`config.mk`:
```
export PLATFORM = sky130hd
export DESIGN_NAME = ivsync_top
export DESIGN_NICKNAME = d
export VERILOG_FILES = /design/src/rtl/ivsync_pkg.sv /design/src/rtl/ivsync_window.sv /design/src/rtl/ivsync_blkpos.sv /design/src/rtl/ivsync_gather.sv /design/src/rtl/ivsync_top.sv
export SDC_FILE = /design/constraint.sdc
export NUM_CORES = 1
export LEC_CHECK = 0
export BUFFER_PORTS_ARGS = -buffer_cell sky130_fd_sc_hd__buf_2
export CORE_MARGIN = 10
export CORE_UTILIZATION = 40
export DETAILED_ROUTE_END_ITERATION = 10
export PLACE_DENSITY_LB_ADDON = 0.25
export SYNTH_ARGS = -nofsm -noshare
export SYNTH_HDL_FRONTEND = slang
export SYNTH_HIERARCHICAL = 1
export SYNTH_SLANG_ARGS = --single-unit
export TNS_END_PERCENT = 30
```
`constraint.sdc`:
```
create_clock -name clk -period 2 [get_ports clk]
set_clock_uncertainty 0.1 [all_clocks]
set_input_delay 0.4 -clock clk [delete_from_list [all_inputs] [get_ports clk]]
set_output_delay 0.4 -clock clk [all_outputs]
set_load 0.01 [all_outputs]
```
`src/rtl/ivsync_pkg.sv`:
```
package ivsync_pkg;

    typedef enum logic {
        MODE_HUNT   = 1'b0,
        MODE_GATHER = 1'b1
    } mode_e;

endpackage

```
`src/rtl/ivsync_window.sv`:
```
module ivsync_window #(
    parameter int SYNC_W = 8
) (
    input  logic              clk,
    input  logic              rst_n,
    input  logic              shift_en,
    input  logic              clear_i,
    input  logic              bit_i,
    input  logic [SYNC_W-1:0] pattern_i,
    output logic              hit_o
);

    logic [SYNC_W-1:0] win_d, win_q;
    logic [SYNC_W-1:0] cand;

    always_comb begin
        cand  = {win_q[SYNC_W-2:0], bit_i};
        win_d = win_q;
        if (clear_i) begin
            win_d = '0;
        end else if (shift_en) begin
            win_d = cand;
        end
        hit_o = shift_en && !clear_i && (cand == pattern_i);
    end

    always_ff @(posedge clk) begin
        if (!rst_n) begin
            win_q <= '0;
        end else begin
            win_q <= win_d;
        end
    end

    AST_WIN_IDLE_HOLDS: assert property (@(posedge clk) disable iff (!rst_n)
        (!shift_en && !clear_i) |=> $stable(win_q)) else $error("window moved");

endmodule

```
`src/rtl/ivsync_blkpos.sv`:
```
module ivsync_blkpos #(
    parameter int BLK_W = 128,
    localparam int POS_W = $clog2(BLK_W)
) (
    input  logic             clk,
    input  logic             rst_n,
    input  logic             step_i,
    output logic [POS_W-1:0] pos_o
);

    logic [POS_W-1:0] pos_d, pos_q;

    always_comb begin
        pos_d = pos_q;
        if (step_i) begin
            if (pos_q == POS_W'(BLK_W - 1)) begin
                pos_d = '0;
            end else begin
                pos_d = pos_q + POS_W'(1);
            end
        end
    end

    always_ff @(posedge clk) begin
        if (!rst_n) begin
            pos_q <= '0;
        end else begin
            pos_q <= pos_d;
        end
    end

    assign pos_o = pos_q;

    AST_POS_FROZEN: assert property (@(posedge clk) disable iff (!rst_n)
        !step_i |=> $stable(pos_q)) else $error("position moved");
    AST_POS_RANGE: assert property (@(posedge clk) disable iff (!rst_n)
        pos_q <= POS_W'(BLK_W - 1)) else $error("position out of block");

endmodule

```
`src/rtl/ivsync_gather.sv`:
```
module ivsync_gather #(
    parameter int BLK_W = 128,
    localparam int CNT_W = $clog2(BLK_W)
) (
    input  logic             clk,
    input  logic             rst_n,
    input  logic             step_i,
    input  logic             bit_i,
    output logic             done_o,
    output logic [BLK_W-1:0] iv_o,
    output logic             iv_new_o
);

    typedef struct packed {
        logic [CNT_W-1:0] cnt;
        logic [BLK_W-1:0] sh;
        logic [BLK_W-1:0] iv;
        logic             fresh;
    } gat_t;

    gat_t g_d, g_q;
    logic last;

    always_comb begin
        g_d   = g_q;
        last  = step_i && (g_q.cnt == CNT_W'(BLK_W - 1));
        if (step_i) begin
            g_d.sh  = {g_q.sh[BLK_W-2:0], bit_i};
            g_d.cnt = last ? '0 : g_q.cnt + CNT_W'(1);
        end
        if (last) begin
            g_d.iv = g_d.sh;
        end
        g_d.fresh = last;
    end

    always_ff @(posedge clk) begin
        if (!rst_n) begin
            g_q <= '0;
        end else begin
            g_q <= g_d;
        end
    end

    assign done_o   = last;
    assign iv_o     = g_q.iv;
    assign iv_new_o = g_q.fresh;

    AST_STROBE_SINGLE: assert property (@(posedge clk) disable iff (!rst_n)
        iv_new_o |=> !iv_new_o) else $error("strobe too long");
    AST_IV_HELD: assert property (@(posedge clk) disable iff (!rst_n)
        !iv_new_o |-> $stable(iv_o)) else $error("seed changed without strobe");

endmodule

```
`src/rtl/ivsync_top.sv`:
```
module ivsync_top #(
    parameter int SYNC_W = 8,
    parameter int BLK_W  = 128,
    localparam int POS_W = $clog2(BLK_W),
    localparam int OVH_W = $clog2(BLK_W + 1)
) (
    input  logic              clk,
    input  logic              rst_n,
    input  logic              ct_bit_i,
    input  logic              ct_vld_i,
    input  logic [SYNC_W-1:0] sync_pat_i,
    output logic [BLK_W-1:0]  iv_o,
    output logic              iv_new_o,
    output logic              loading_o,
    output logic [OVH_W-1:0]  overhang_o
);

    import ivsync_pkg::*;

    typedef struct packed {
        mode_e            mode;
        logic [OVH_W-1:0] ovh;
    } ctl_t;

    ctl_t             c_d, c_q;
    logic             hunt_step, gath_step;
    logic             hit, done;
    logic [POS_W-1:0] pos;

    assign hunt_step = ct_vld_i && (c_q.mode == MODE_HUNT);
    assign gath_step = ct_vld_i && (c_q.mode == MODE_GATHER);

    ivsync_window #(.SYNC_W(SYNC_W)) u_window (
        .clk       (clk),
        .rst_n     (rst_n),
        .shift_en  (hunt_step),
        .clear_i   (done),
        .bit_i     (ct_bit_i),
        .pattern_i (sync_pat_i),
        .hit_o     (hit)
    );

    ivsync_blkpos #(.BLK_W(BLK_W)) u_blkpos (
        .clk    (clk),
        .rst_n  (rst_n),
        .step_i (ct_vld_i),
        .pos_o  (pos)
    );

    ivsync_gather #(.BLK_W(BLK_W)) u_gather (
        .clk      (clk),
        .rst_n    (rst_n),
        .step_i   (gath_step),
        .bit_i    (ct_bit_i),
        .done_o   (done),
        .iv_o     (iv_o),
        .iv_new_o (iv_new_o)
    );

    always_comb begin
        c_d = c_q;
        if (hit) begin
            c_d.mode = MODE_GATHER;
            c_d.ovh  = OVH_W'(pos) + OVH_W'(1);
        end
        if (done) begin
            c_d.mode = MODE_HUNT;
        end
    end

    always_ff @(posedge clk) begin
        if (!rst_n) begin
            c_q <= '{mode: MODE_HUNT, ovh: '0};
        end else begin
            c_q <= c_d;
        end
    end

    assign loading_o  = (c_q.mode == MODE_GATHER);
    assign overhang_o = c_q.ovh;

    AST_OVH_FROZEN_LOADING: assert property (@(posedge clk) disable iff (!rst_n)
        loading_o |=> $stable(overhang_o)) else $error("overhang moved in capture");
    AST_LOAD_END_STROBE: assert property (@(posedge clk) disable iff (!rst_n)
        $fell(loading_o) |-> iv_new_o) else $error("capture ended without strobe");
    AST_OVH_RANGE: assert property (@(posedge clk) disable iff (!rst_n)
        overhang_o <= OVH_W'(BLK_W)) else $error("overhang range");
    AST_START_SETS_OVH: assert property (@(posedge clk) disable iff (!rst_n)
        $rose(loading_o) |-> (overhang_o != '0)) else $error("overhang not set");

endmodule

```
==> impl_results.md, run 1 <==
* Most used cell, CP: buf_12
* Met3 wire length at between 1 and 1.5 mm
* Unrepaired setup endpoints after global routing: no
* CTS sink count at roughly 290
* CP Max Fanout at 20
* Vias in the first global route at 7230
* Hold Crit Start: ct_bit_i
* CP Depth at 6
* Setup violators final at 0
* # DRC at 0
* Place WS at 0.0637 ns
* R2r startpoint: u_gather/g_q[258]$_SDFFE_PN0P_
* Post-route minimum period at 1.85 ns
* Leak at roughly 5.5 nW
* Worst relative slew slack at 0.599
* Total power at 11.8 mW
* FF-to-FF setup slack at around 0.15 ns
* Top FF cell, synth: dfxtp_1
* Most common cell in the netlist: dfxtp_1
* Cells on Worst Hold Path at 3
* Worst Path Arrival at 2.18 ns
* Post-synthesis sequential area ratio at 0.472
* Top-area cell type share of the netlist area at 0.472
* Top delay family on crit path: buffers and inverters
* Number of fill cells at approximately 2800
* Area delta synth->final at 12.6%
* Clk_lat worst skew at 0.54 ns
* Run status: complete, no violations
* GRT Residual Overflow at 0
* Critical path required time at between 2 and 2.5 ns
* Startpoint types: flop
* Root buffer cell: clkbuf_16
* Site Rows at between 60 and 70
* Top layer in use: met4
* Io pins at 150
* Synth area leader: dfxtp_1
* Reg-to-reg endpoint: u_gather/iv_o[47]$_SDFFE_PN0P_
* Slew @ Worst Pin at around 0.60 ns
* Syn Inst Count at 1106
* Layout cells sized above 1 at 0.290
* Resize count post-CTS at 0
* Max Cap Viol at 0
* Layout net count at between 1000 and 1500
* DP Wirelength at between 10 and 15 mm
* Worst Slack Setup Final at about 0.15 ns
* Synthesized area at around 12000 um2
* Clock buffer depth at 3
* DRT Wirelength at approximately 22 mm
* Die area at 37800 um2
* Largest net degree at the start of global routing at 82
* Die W at around 190 um
* Die height at 194 um
* Initial Util at 0.408
* Reg2reg path depth at 6
* Critical path's largest stage delay at 0.34 ns
* Vias per cell at 4.46
* DRT met1 WL at approximately 10 mm
* Setup CP Type: reg -> reg
* Worst hold endpoint: u_window/win_q[0]$_SDFFE_PP0P_
* Initial antenna violation count at 0
* Post-synth top cells: dfxtp_1 (287), mux2i_1 (137), buf_4 (136)
* Syn. warnings at 6
* Crit share post-route at 0.927
* Mean post-synth cell area at around 11 um2
* First-pass GRT wire length at around 37 mm
* Fmax at approximately 540 MHz
* Total GRT Usage at 0.114
* Initial DRC Count at 250
* Area contributors post-synth: dfxtp_1 (47%), mux2i_1 (11%), buf_4 (8.4%)
* Cts hold-fix bufs at 0
* Min-delay worst type: in -> reg
* Routability Congestion at ~0.68
* Post-synth ARST share at 0
* Maximum vdd drop at ~0.61 mV
* Core Area at about 30000 um2
* Crit-path slowest cell: mux2_2
* Setup bufs post-CTS at 0
* Syn nets at roughly 1100
* H-tree Lvls at 1
* Pwr/cell area at about 860 nW/um2
* Fin. max-slew vios at 0
* DR pass1 iterations at 4
* Sequential cell area at roughly 5700 um2
* Antenna Nets Post-Route at 0
* Wire per inst at between 10 and 15 um
* Final hold vios at 0
* Crit. End Element: flop
* CTS Buf Count at 30
* CTS tree: yes
* Worst-path cell chain: ha_2, nand3_1, nor2_4, buf_12, buf_12, mux2_2
* Post-synth EDFFs at 0
* Worst path buffer plus inverter count at 2
* Routed wl met2 at just over 10 mm
* Library cells used by synthesis at 35
* Clock transition at path regs at 0.06 ns
* Flops & latches, synth at 287
* Input/output buffers at 149
* Multi-input gate area at 5110 um2
* Setup TNS at 0 ns
* Vias at around 6900
==> where the power goes <==
group / total, mW / switching [mW] / internal (mW) / leakage (nW)
Sequential: 5.73 / 0.00960 / 5.72 / 2.31
Clock: 5.83 / 2.24 / 3.59 / 0.526
Combinational: 0.195 / 0.101 / 0.0942 / 2.70
Total: 11.8 / 2.35 / 9.41 / 5.54
==> cell usage in the layout, fill, tap and decap left out, types with 6 or more instances in the layout <==
cell type / count
buf_4: 26
mux2_2: 88
xnor2_1: 13
nor2b_1: 132
clkbuf_16: 31
mux2_1: 40
clkbuf_8: 7
dfxtp_1: 285
nand4_1: 6
nor2_1: 9
nand3_1: 7
clkinv_2: 8
buf_2: 148
mux2i_1: 137
nand2_1: 11
buf_12: 16
and2_1: 134
o21ai_0: 13
==> how the worst max path moves through the flow <==
stage	from	endpoint	slack (ns)
after global routing	u_gather/g_q[258]$_SDFFE_PN0P_	u_window/win_q[2]$_SDFFE_PP0P_	0.03
after floorplan	ct_vld_i	overhang_o[0]$_SDFFE_PN0P_	0.003
after detailed placement	ct_vld_i	u_gather/iv_o[19]$_SDFFE_PN0P_	0.06
final	u_gather/g_q[258]$_SDFFE_PN0P_	u_gather/iv_o[47]$_SDFFE_PN0P_	0.15
after CTS	u_gather/g_q[258]$_SDFFE_PN0P_	u_gather/iv_o[47]$_SDFFE_PN0P_	0.12
after global placement	ct_vld_i	u_gather/iv_o[23]$_SDFFE_PN0P_	0.1
==> routing by layer <==
metal	vias up	GRT usage
met3	31	0.0281
met5	-	0
met1	3198	0.143
met2	106	0.186
met4	0	0.0363
li1	3605	-
==> flip-flops by register name, indices dropped and copies added (netlist names) <==
signal             cells
u_gather/g_q         135
overhang_o             8
u_gather/iv_o        128
u_gather/iv_new_o      1
loading_o              1
u_window/win_q         7
u_blkpos/pos_o         7
==> kinds of logic after synthesis <==
family / count (synthesis) / synth area share
simple gates: 315 / 0.159
flops: 287 / 0.472
mux: 265 / 0.231
buf+inv: 192 / 0.108
compound gates: 27 / 0.0135
xor+xnor: 17 / 0.0122
fa+ha+maj: 3 / 0.00309
==> layout make-up <==
cell class,instances,share of cell area
clock buffer,43,0.0651
antenna,1,0.000183
tap,390,0.0356
sequential,287,0.420
inverter,3,0.000823
multi-input combinational,627,0.373
clock inverter,13,0.0122
timing repair buffer,191,0.0926
==> per-stage QoR <==
stage / cell area, um2 / util / hold WS [ns] / std cells
global route: 13700 / 0.459 / 0.142 / 1554
CTS: 13700 / 0.459 / 0.0855 / 1554
floorplan: 12200 / - / 0.377 / 1106
finish: 13700 / 0.459 / 0.107 / 1555
global placement: 12600 / 0.424 / 0.381 / 1498
detailed placement: 12600 / 0.424 / 0.396 / 1498
==> tightest hold or removal path, stage by stage <==
cell and delay, ns:
buf_2 0.15, mux2i_1 0.09, nor2_1 0.08
No activity file was read; power rests on OpenSTA's default activity.
==> inputs of run 2 (changes only) <==
- HOLD_SLACK_MARGIN: not set -> 0.1
- SYNTH_HIERARCHICAL: 1 -> not set
==> run 2 against run 1 <==
Net effect: synthesized cell count is 1.4% higher; largest cell class unchanged; final cell count is 3.2% lower; first-iteration DRC count is 23% higher.
==> impl_results.md, run 2 <==
* Clock transition at path regs at 0.06 ns (about the same)
* Most frequent cells in the layout: dfxtp_1 (287), nand2_1 (152), buf_2 (149) (was dfxtp_1 (285), buf_2 (148), mux2i_1 (137))
* Mux contribution to synthesized area at 0.120 (was 0.231)
* Met3 wire length at 1.60 mm (was 1.04 mm)
* Adder-cell share of the synthesized area at 0.00232 (was 0.00309)
* CP Max Fanout at 41 (was 20)
* Largest family of logic cells by synthesized area: buffers and inverters (was multiplexers)
* Worst path buffer plus inverter count at 1 (was 2)
* Top layer in use: met5 (was met4)
* Complex-gate fraction of the synthesized area at 0.0858 (was 0.0135)
* Largest net degree at the start of global routing at 54 (was 82)
* Site Rows at 60 (was 63)
* Crit share post-route at 0.910 (was 0.927)
* Reg2reg path depth at 6 (unchanged)
* Critical path required time at 2.32 ns (was 2.33 ns)
* Mean post-synth cell area at 9.64 um2 (was 11.0 um2)
* DP Wirelength at 14.7 mm (was 14.9 mm)
* Startpoint types: flop (unchanged)
* Top FF cell, synth: dfxtp_1 (unchanged)
* Library cells used by synthesis at 42 (was 35)
* Io pins at 150 (unchanged)
* Area contributors post-synth: dfxtp_1 (53%), mux2i_1 (12%), buf_4 (9.0%) (was dfxtp_1 (47%), mux2i_1 (11%), buf_4 (8.4%))
* Setup TNS at 0 ns (unchanged)
* Largest register by flop count: u_gather.g_q (was u_gather/g_q)
* # DRC at 0 (unchanged)
* Total power at 11.7 mW (was 11.8 mW)
* Crit. End Element: flop (unchanged)
* Most common cell in the netlist: dfxtp_1 (unchanged)
* Resize count post-CTS at 0 (unchanged)
* H-tree Lvls at 1 (unchanged)
* Initial antenna violation count at 2 (was 0)
* Cells on Worst Hold Path at 4 (was 3)
* Layout net count at 1154 (was 1155)
* Die area at 34000 um2 (was 37800 um2)
* Maximum vdd drop at 0.501 mV (was 0.606 mV)
* Min-delay worst type: in -> reg (unchanged)
* Vias at 7039 (was 6940)
* CTS tree: yes (unchanged)
* Fmax at 550 MHz (was 539 MHz)
* DRT met1 WL at 10.4 mm (was 10.3 mm)
* Post-route minimum period at 1.82 ns (was 1.85 ns)
* Pwr/cell area at 966 nW/um2 (was 859 nW/um2)
* Most common cell after layout, fill and taps aside: dfxtp_1 (unchanged)
* Syn. warnings at 0 (was 6)
* Fin. max-slew vios at 0 (unchanged)
* Post-Synth XOR/XNOR Area at 0.0162 (was 0.0122)
* Top-area cell type share of the netlist area at 0.532 (was 0.472)
* Synthesized area at 10800 um2 (was 12200 um2)
* FF-to-FF setup slack at 0.18 ns (was 0.15 ns)
* Initial Util at 0.404 (was 0.408)
* Critical path's largest stage delay at 0.57 ns (was 0.34 ns)
* Routed wl met2 at 9.31 mm (was 10.1 mm)
* Run status: complete, no violations (unchanged)
* CTS sink count at 287 (unchanged)
* Syn Inst Count at 1121 (was 1106)
* Unrepaired setup endpoints after global routing: no (unchanged)
* Final hold vios at 0 (unchanged)
* Routability Congestion at 0.750 (was 0.680)
* Input/output buffers at 149 (unchanged)
* Post-synth top cells: dfxtp_1 (287), nand2_1 (152), nor2_1 (137) (was dfxtp_1 (287), mux2i_1 (137), buf_4 (136))
* Max FFs per register at 135 (unchanged)
* Finished Core Util at 0.454 (was 0.459)
* CTS Buf Count at 30 (unchanged)
* Clock buffer depth at 3 (unchanged)
* First-pass GRT wire length at 36.1 mm (was 37.2 mm)
* Post-synth EDFFs at 0 (unchanged)
* Wire per inst at 14.4 um (was 14.1 um)
* Initial DRC Count at 307 (was 250)
* Max Cap Viol at 0 (unchanged)
* Worst Path Arrival at 2.14 ns (was 2.18 ns)
* Area delta synth->final at 12.3% (was 12.6%)
* Synth area leader: dfxtp_1 (unchanged)
* Layout cells sized above 1 at 0.215 (was 0.290)
* Die W at 184 um (was 194 um)
* Top delay family on crit path: compound AO/OA/AOI/OAI gates (was buffers and inverters)
* Slew @ Worst Pin at 0.347 ns (was 0.601 ns)
* Total GRT Usage at 0.127 (was 0.114)
* Post-synthesis sequential area ratio at 0.532 (was 0.472)
* DRT Wirelength at 21.7 mm (was 22.0 mm)
* CP Depth at 6 (unchanged)
* Leak at 4.64 nW (was 5.54 nW)
* Die height at 184 um (was 194 um)
* Setup CP Type: reg -> reg (unchanged)
* Worst-path cell chain: ha_1, nand3_2, o41a_2, buf_12, nand2_1, o21ai_1 (was ha_2, nand3_1, nor2_4, buf_12, buf_12, mux2_2)
* Post-synth ARST share at 0 (unchanged)
* Antenna Nets Post-Route at 0 (unchanged)
* Setup violators final at 0 (unchanged)
* Crit-path slowest cell: o41a_2 (was mux2_2)
* Vias in the first global route at 7126 (was 7230)
* GRT Residual Overflow at 0 (unchanged)
* Core Area at 26700 um2 (was 29800 um2)
* Simple-Gate Fraction of Synth Area at 0.119 (was 0.159)
* DR pass1 iterations at 4 (unchanged)
* Worst relative slew slack at 0.768 (was 0.599)
* Root buffer cell: clkbuf_16 (unchanged)
* Clk_lat worst skew at 0.54 ns (about the same)
* Flops & latches, synth at 287 (unchanged)
* Syn nets at 1135 (was 1121)
* Vias per cell at 4.67 (was 4.46)
run 2: changes by cell type after synthesis, sizes merged, moves of 5 or more:
cell / previous run / this run
a21oi: 3 / 14
and2: 135 / 2
clkbuf: 29 / 34
mux2: 128 / 1
mux2i: 137 / 128
nand2: 11 / 153
nor2: 10 / 137
nor2b: 132 / 2
o21ai: 14 / 131
run 2: worst min-delay path: cells and delay by family:
kind	cells	cell delay [ns]
AOI/OAI and AO/OA	1	0.05
buffers and inverters	1	0.13
and+or+nand+nor	2	0.22
run 2: final timing paths:
check / endpoint / from
worst max-delay path: u_gather.iv_o[76]$_SDFFE_PN0P_ / u_gather.g_q[257]$_SDFFE_PN0P_
worst min register to register: u_gather.iv_o[51]$_SDFFE_PN0P_ / u_gather.iv_o[51]$_SDFFE_PN0P_
worst max register to register: u_gather.iv_o[76]$_SDFFE_PN0P_ / u_gather.g_q[257]$_SDFFE_PN0P_
worst min-delay path: u_gather.g_q[258]$_SDFFE_PN0P_ / ct_vld_i
run 2: repair_timing:
| action | 4_1_cts | 5_1_grt |
|---|---|---|
| buffers inserted | 0 | 0 |
| endpoints found under the hold margin | 4 | 0 |
| hold buffers | 2 | 0 |
run 2: metrics by stage:
step / instance area, um2 / instances / hold slack (ns) / setup WS, ns
6_report: 12100 / 1506 / 0.219 / 0.181
5_1_grt: 12100 / 1506 / 0.246 / 0.0423
4_1_cts: 12100 / 1505 / 0.202 / 0.171
3_5_place_dp: 11000 / 1447 / 0.338 / 0.188
3_3_place_gp: 11000 / 1447 / 0.333 / 0.233
2_1_floorplan: 10800 / 1121 / 0.326 / 0.271
run 2: power by group:
| group | leakage [nW] | internal (mW) | switching (mW) |
|---|---|---|---|
| registers | 2.31 | 5.72 | 0.00564 |
| logic | 1.81 | 0.0651 | 0.145 |
| clock network | 0.518 | 3.51 | 2.26 |
run 2: logic make-up after synthesis:
logic type	count (synthesis)
xor gates and xnor gates	20
muxes	129
adders and majority gates	2
and+or+nand+nor	319
AOI/OAI and AO/OA	167
buffers and inverters	197
DFF	287
run 2: metal layers:
metal,up-vias,track usage
met5,-,0
met4,2,0.0328
met3,29,0.0417
met2,138,0.202
met1,3241,0.162
li1,3629,-
run 2: final cells by class:
| class | count | area, um2 |
|---|---|---|
| antenna | 1 | 2.50 |
| clock buffer | 42 | 897 |
| clock inverter | 14 | 160 |
| fill | 2615 | 14600 |
| inverter | 3 | 13.8 |
| multi-input combinational | 637 | 3720 |
| sequential | 287 | 5750 |
| tap | 341 | 427 |
| timing repair buffer | 181 | 1170 |
==> inputs of run 3 (changes only) <==
==> constraint.sdc (replaced) <==
create_clock -name clk -period 2 [get_ports clk]
set_clock_uncertainty 0.1 [all_clocks]
set_input_delay 0.4 -clock clk [delete_from_list [all_inputs] [get_ports clk]]
set_output_delay 0.4 -clock clk [all_outputs]
set_load 0.1 [all_outputs]
==> run 3 against run 2 <==
Net effect: first-iteration DRC count increased by 27%; global-route usage decreased by 0.40 points; fmax decreased by 3.4%; design area decreased by 0.60%; highest routed layer is now met4; count of clock-buffer cells in the layout decreased by 1; sequential share of layout area increased by 0.32 points; die area unchanged; total power decreased by 0.63%; largest cell class unchanged.
==> impl_results.md, run 3 (synthesized netlist as in run 2, its figures left out) <==
* Startpoint types: primary input (was flop)
* Setup bufs post-CTS at 0 (unchanged)
* CTS Buf Count at 30 (unchanged)
* CP Max Fanout at 6 (was 41)
* Initial Util at 0.404 (unchanged)
* Sw frac at 0.207 (was 0.206)
* Critical path required time at 2.31 ns (was 2.32 ns)
* Antenna Nets Post-Route at 0 (unchanged)
* Pwr/cell area at 966 nW/um2 (about the same)
* Final Cell Area at 12100 um2 (about the same)
* Leak at 4.61 nW (was 4.64 nW)
* Largest net degree at the start of global routing at 90 (was 54)
* Most frequent cells in the layout: dfxtp_1 (286), nand2_1 (152), buf_2 (149) (was dfxtp_1 (287), nand2_1 (152), buf_2 (149))
* Vias at 7025 (was 7039)
* First-pass GRT wire length at 35.1 mm (was 36.1 mm)
* DRT Wirelength at 21.8 mm (was 21.7 mm)
* Maximum vdd drop at 0.461 mV (was 0.501 mV)
* Die height at 184 um (unchanged)
* Setup TNS at 0 ns (unchanged)
* Post-Place Cell Area at 11000 um2 (about the same)
* CTS sink count at 287 (unchanged)
* Max FFs per register at 135 (unchanged)
* Total GRT Usage at 0.123 (was 0.127)
* Initial antenna violation count at 0 (was 2)
* Sequential cell area at 5750 um2 (about the same)
* DR pass1 iterations at 6 (was 4)
* Unrepaired setup endpoints after global routing: no (unchanged)
* Die W at 184 um (unchanged)
* Post-route minimum period at 1.88 ns (was 1.82 ns)
* Crit. End Element: flop (unchanged)
* # DRC at 0 (unchanged)
* Input/output buffers at 149 (unchanged)
* H-tree Lvls at 1 (unchanged)
* Max Cap Viol at 0 (unchanged)
* Setup CP Type: in -> reg (was reg -> reg)
* Total power at 11.6 mW (was 11.7 mW)
* Core Area at 26700 um2 (unchanged)
* CTS tree: yes (unchanged)
* Net switching power at 2.42 mW (was 2.41 mW)
* Worst relative slew slack at 0.648 (was 0.768)
* Root buffer cell: clkbuf_16 (unchanged)
* Comb power frac at 0.019 (was 0.018)
* Layout cells sized above 1 at 0.211 (was 0.215)
* Internal cell power at 9.23 mW (was 9.30 mW)
* Run status: complete, no violations (unchanged)
* Area delta synth->final at 11.6% (was 12.3%)
* Multi-input gate area at 3720 um2 (about the same)
* Antenna diodes at 0 (was 1)
* Critical path's largest stage delay at 0.53 ns (was 0.57 ns)
* Largest register by flop count: u_gather.g_q (unchanged)
* Clk_lat worst skew at 0.54 ns (about the same)
* Power share of the sequential group at 0.492 (was 0.489)
* Vias in the first global route at 6972 (was 7126)
* Site Rows at 60 (unchanged)
* Clock buffer depth at 3 (unchanged)
* Layout net count at 1149 (was 1154)
* Io pins at 150 (unchanged)
* Hold slack at 0.248 ns (was 0.219 ns)
* Finished Core Util at 0.451 (was 0.454)
* Wire per inst at 14.5 um (was 14.4 um)
* Initial DRC Count at 391 (was 307)
* Number of fill cells at 2574 (was 2615)
* Final hold vios at 0 (unchanged)
* Vias per cell at 4.68 (was 4.67)
* Slew @ Worst Pin at 0.528 ns (was 0.347 ns)
* Setup violators final at 0 (unchanged)
* Fin. max-slew vios at 0 (unchanged)
* GRT Residual Overflow at 0 (unchanged)
* Clock Power Share at 0.489 (was 0.493)
* Crit share post-route at 0.942 (was 0.910)
* Fmax at 531 MHz (was 550 MHz)
* DP Wirelength at 14.4 mm (was 14.7 mm)
* Min-delay worst type: in -> reg (unchanged)
* Clock transition at path regs at 0.06 ns (about the same)
* Crit-path slowest cell: dlygate4sd3_1 (was o41a_2)
* Worst Path Arrival at 2.20 ns (was 2.14 ns)
* Die area at 34000 um2 (unchanged)
* Routability Congestion at 0.728 (was 0.750)
* Most common cell after layout, fill and taps aside: dfxtp_1 (unchanged)
* Worst-path cell chain: dlygate4sd3_1, buf_2, xnor2_1, nand2_2, nor3_1, buf_4, a211oi_1 (was ha_1, nand3_2, o41a_2, buf_12, nand2_1, o21ai_1)
-- run 3: cell types whose count changed in the layout (fill, tap and decap cells not counted) --
cell	before	now
dfxtp_4	0	1
clkbuf_1	3	4
o41a_2	1	0
buf_16	0	1
clkbuf_8	8	6
dfxtp_1	287	286
buf_4	16	14
buf_12	14	9
clkbuf_16	31	32
clkinv_2	6	8
o41a_4	0	1
clkinvlp_4	3	1
diode_2	1	0
clkinv_4	1	2
-- run 3: per-stage QoR --
step	setup slack [ns]	instances
after global routing	0.0470	1500
after floorplan	0.161	1121
after CTS	0.0827	1499
after global placement	0.0948	1441
final	0.116	1500
after detailed placement	0.0743	1441
-- run 3: worst paths after layout --
kind | from | end | slack [ns] | depth (start not counted)
hold / removal | ct_vld_i | u_gather.g_q[258]$_SDFFE_PN0P_ | 0.25 | 4
setup reg to reg | u_gather.g_q[257]$_SDFFE_PN0P_ | u_gather.iv_o[10]$_SDFFE_PN0P_ | 0.12 | 6
hold reg to reg | u_gather.iv_o[38]$_SDFFE_PN0P_ | u_gather.iv_o[38]$_SDFFE_PN0P_ | 0.34 | 2
setup / recovery | ct_bit_i | overhang_o[3]$_SDFFE_PN0P_ | 0.12 | 7
-- run 3: repair_timing --
item                                   4_1_cts  5_1_grt
setup endpoints to repair                    0       21
gates resized for setup                      0        2
hold buffers                                 2        0
endpoints found under the hold margin        4        0
-- run 3: layout make-up --
class,instances,area share
Sequential cell,287,0.477
Multi-Input combinational cell,637,0.309
Timing Repair Buffer,176,0.0915
Clock buffer,41,0.0724
Tap cell,341,0.0354
Clock inverter,15,0.0136
Inverter,3,0.00114
-- run 3: worst max-delay path: cells and delay by family --
family	cells	cell delay (ns)
AND/OR/NAND/NOR	2	0.57
AO/OA/AOI/OAI	1	0.07
buffers and inverters	3	0.90
XOR/XNOR	1	0.27
-- run 3: power groups by stage --
stage | clock network (mW) | logic, mW | registers [mW]
floorplan | 0 | 0.144 | 5.85
global placement | 0 | 0.202 | 5.85
detailed placement | 0 | 0.204 | 5.85
CTS | 5.88 | 0.208 | 5.72
global route | 6.12 | 0.239 | 5.72
finish | 5.70 | 0.217 | 5.73
-- run 3: per-layer routing --
layer  global-route usage  share of wire  vias up  wire (um)
li1                     -              -     3603          -
met1                0.154           0.47     3246      10200
met2                0.200           0.44      143       9690
met3               0.0376          0.066       33       1430
met4               0.0351          0.022        0        470
met5                    0              0        -          0
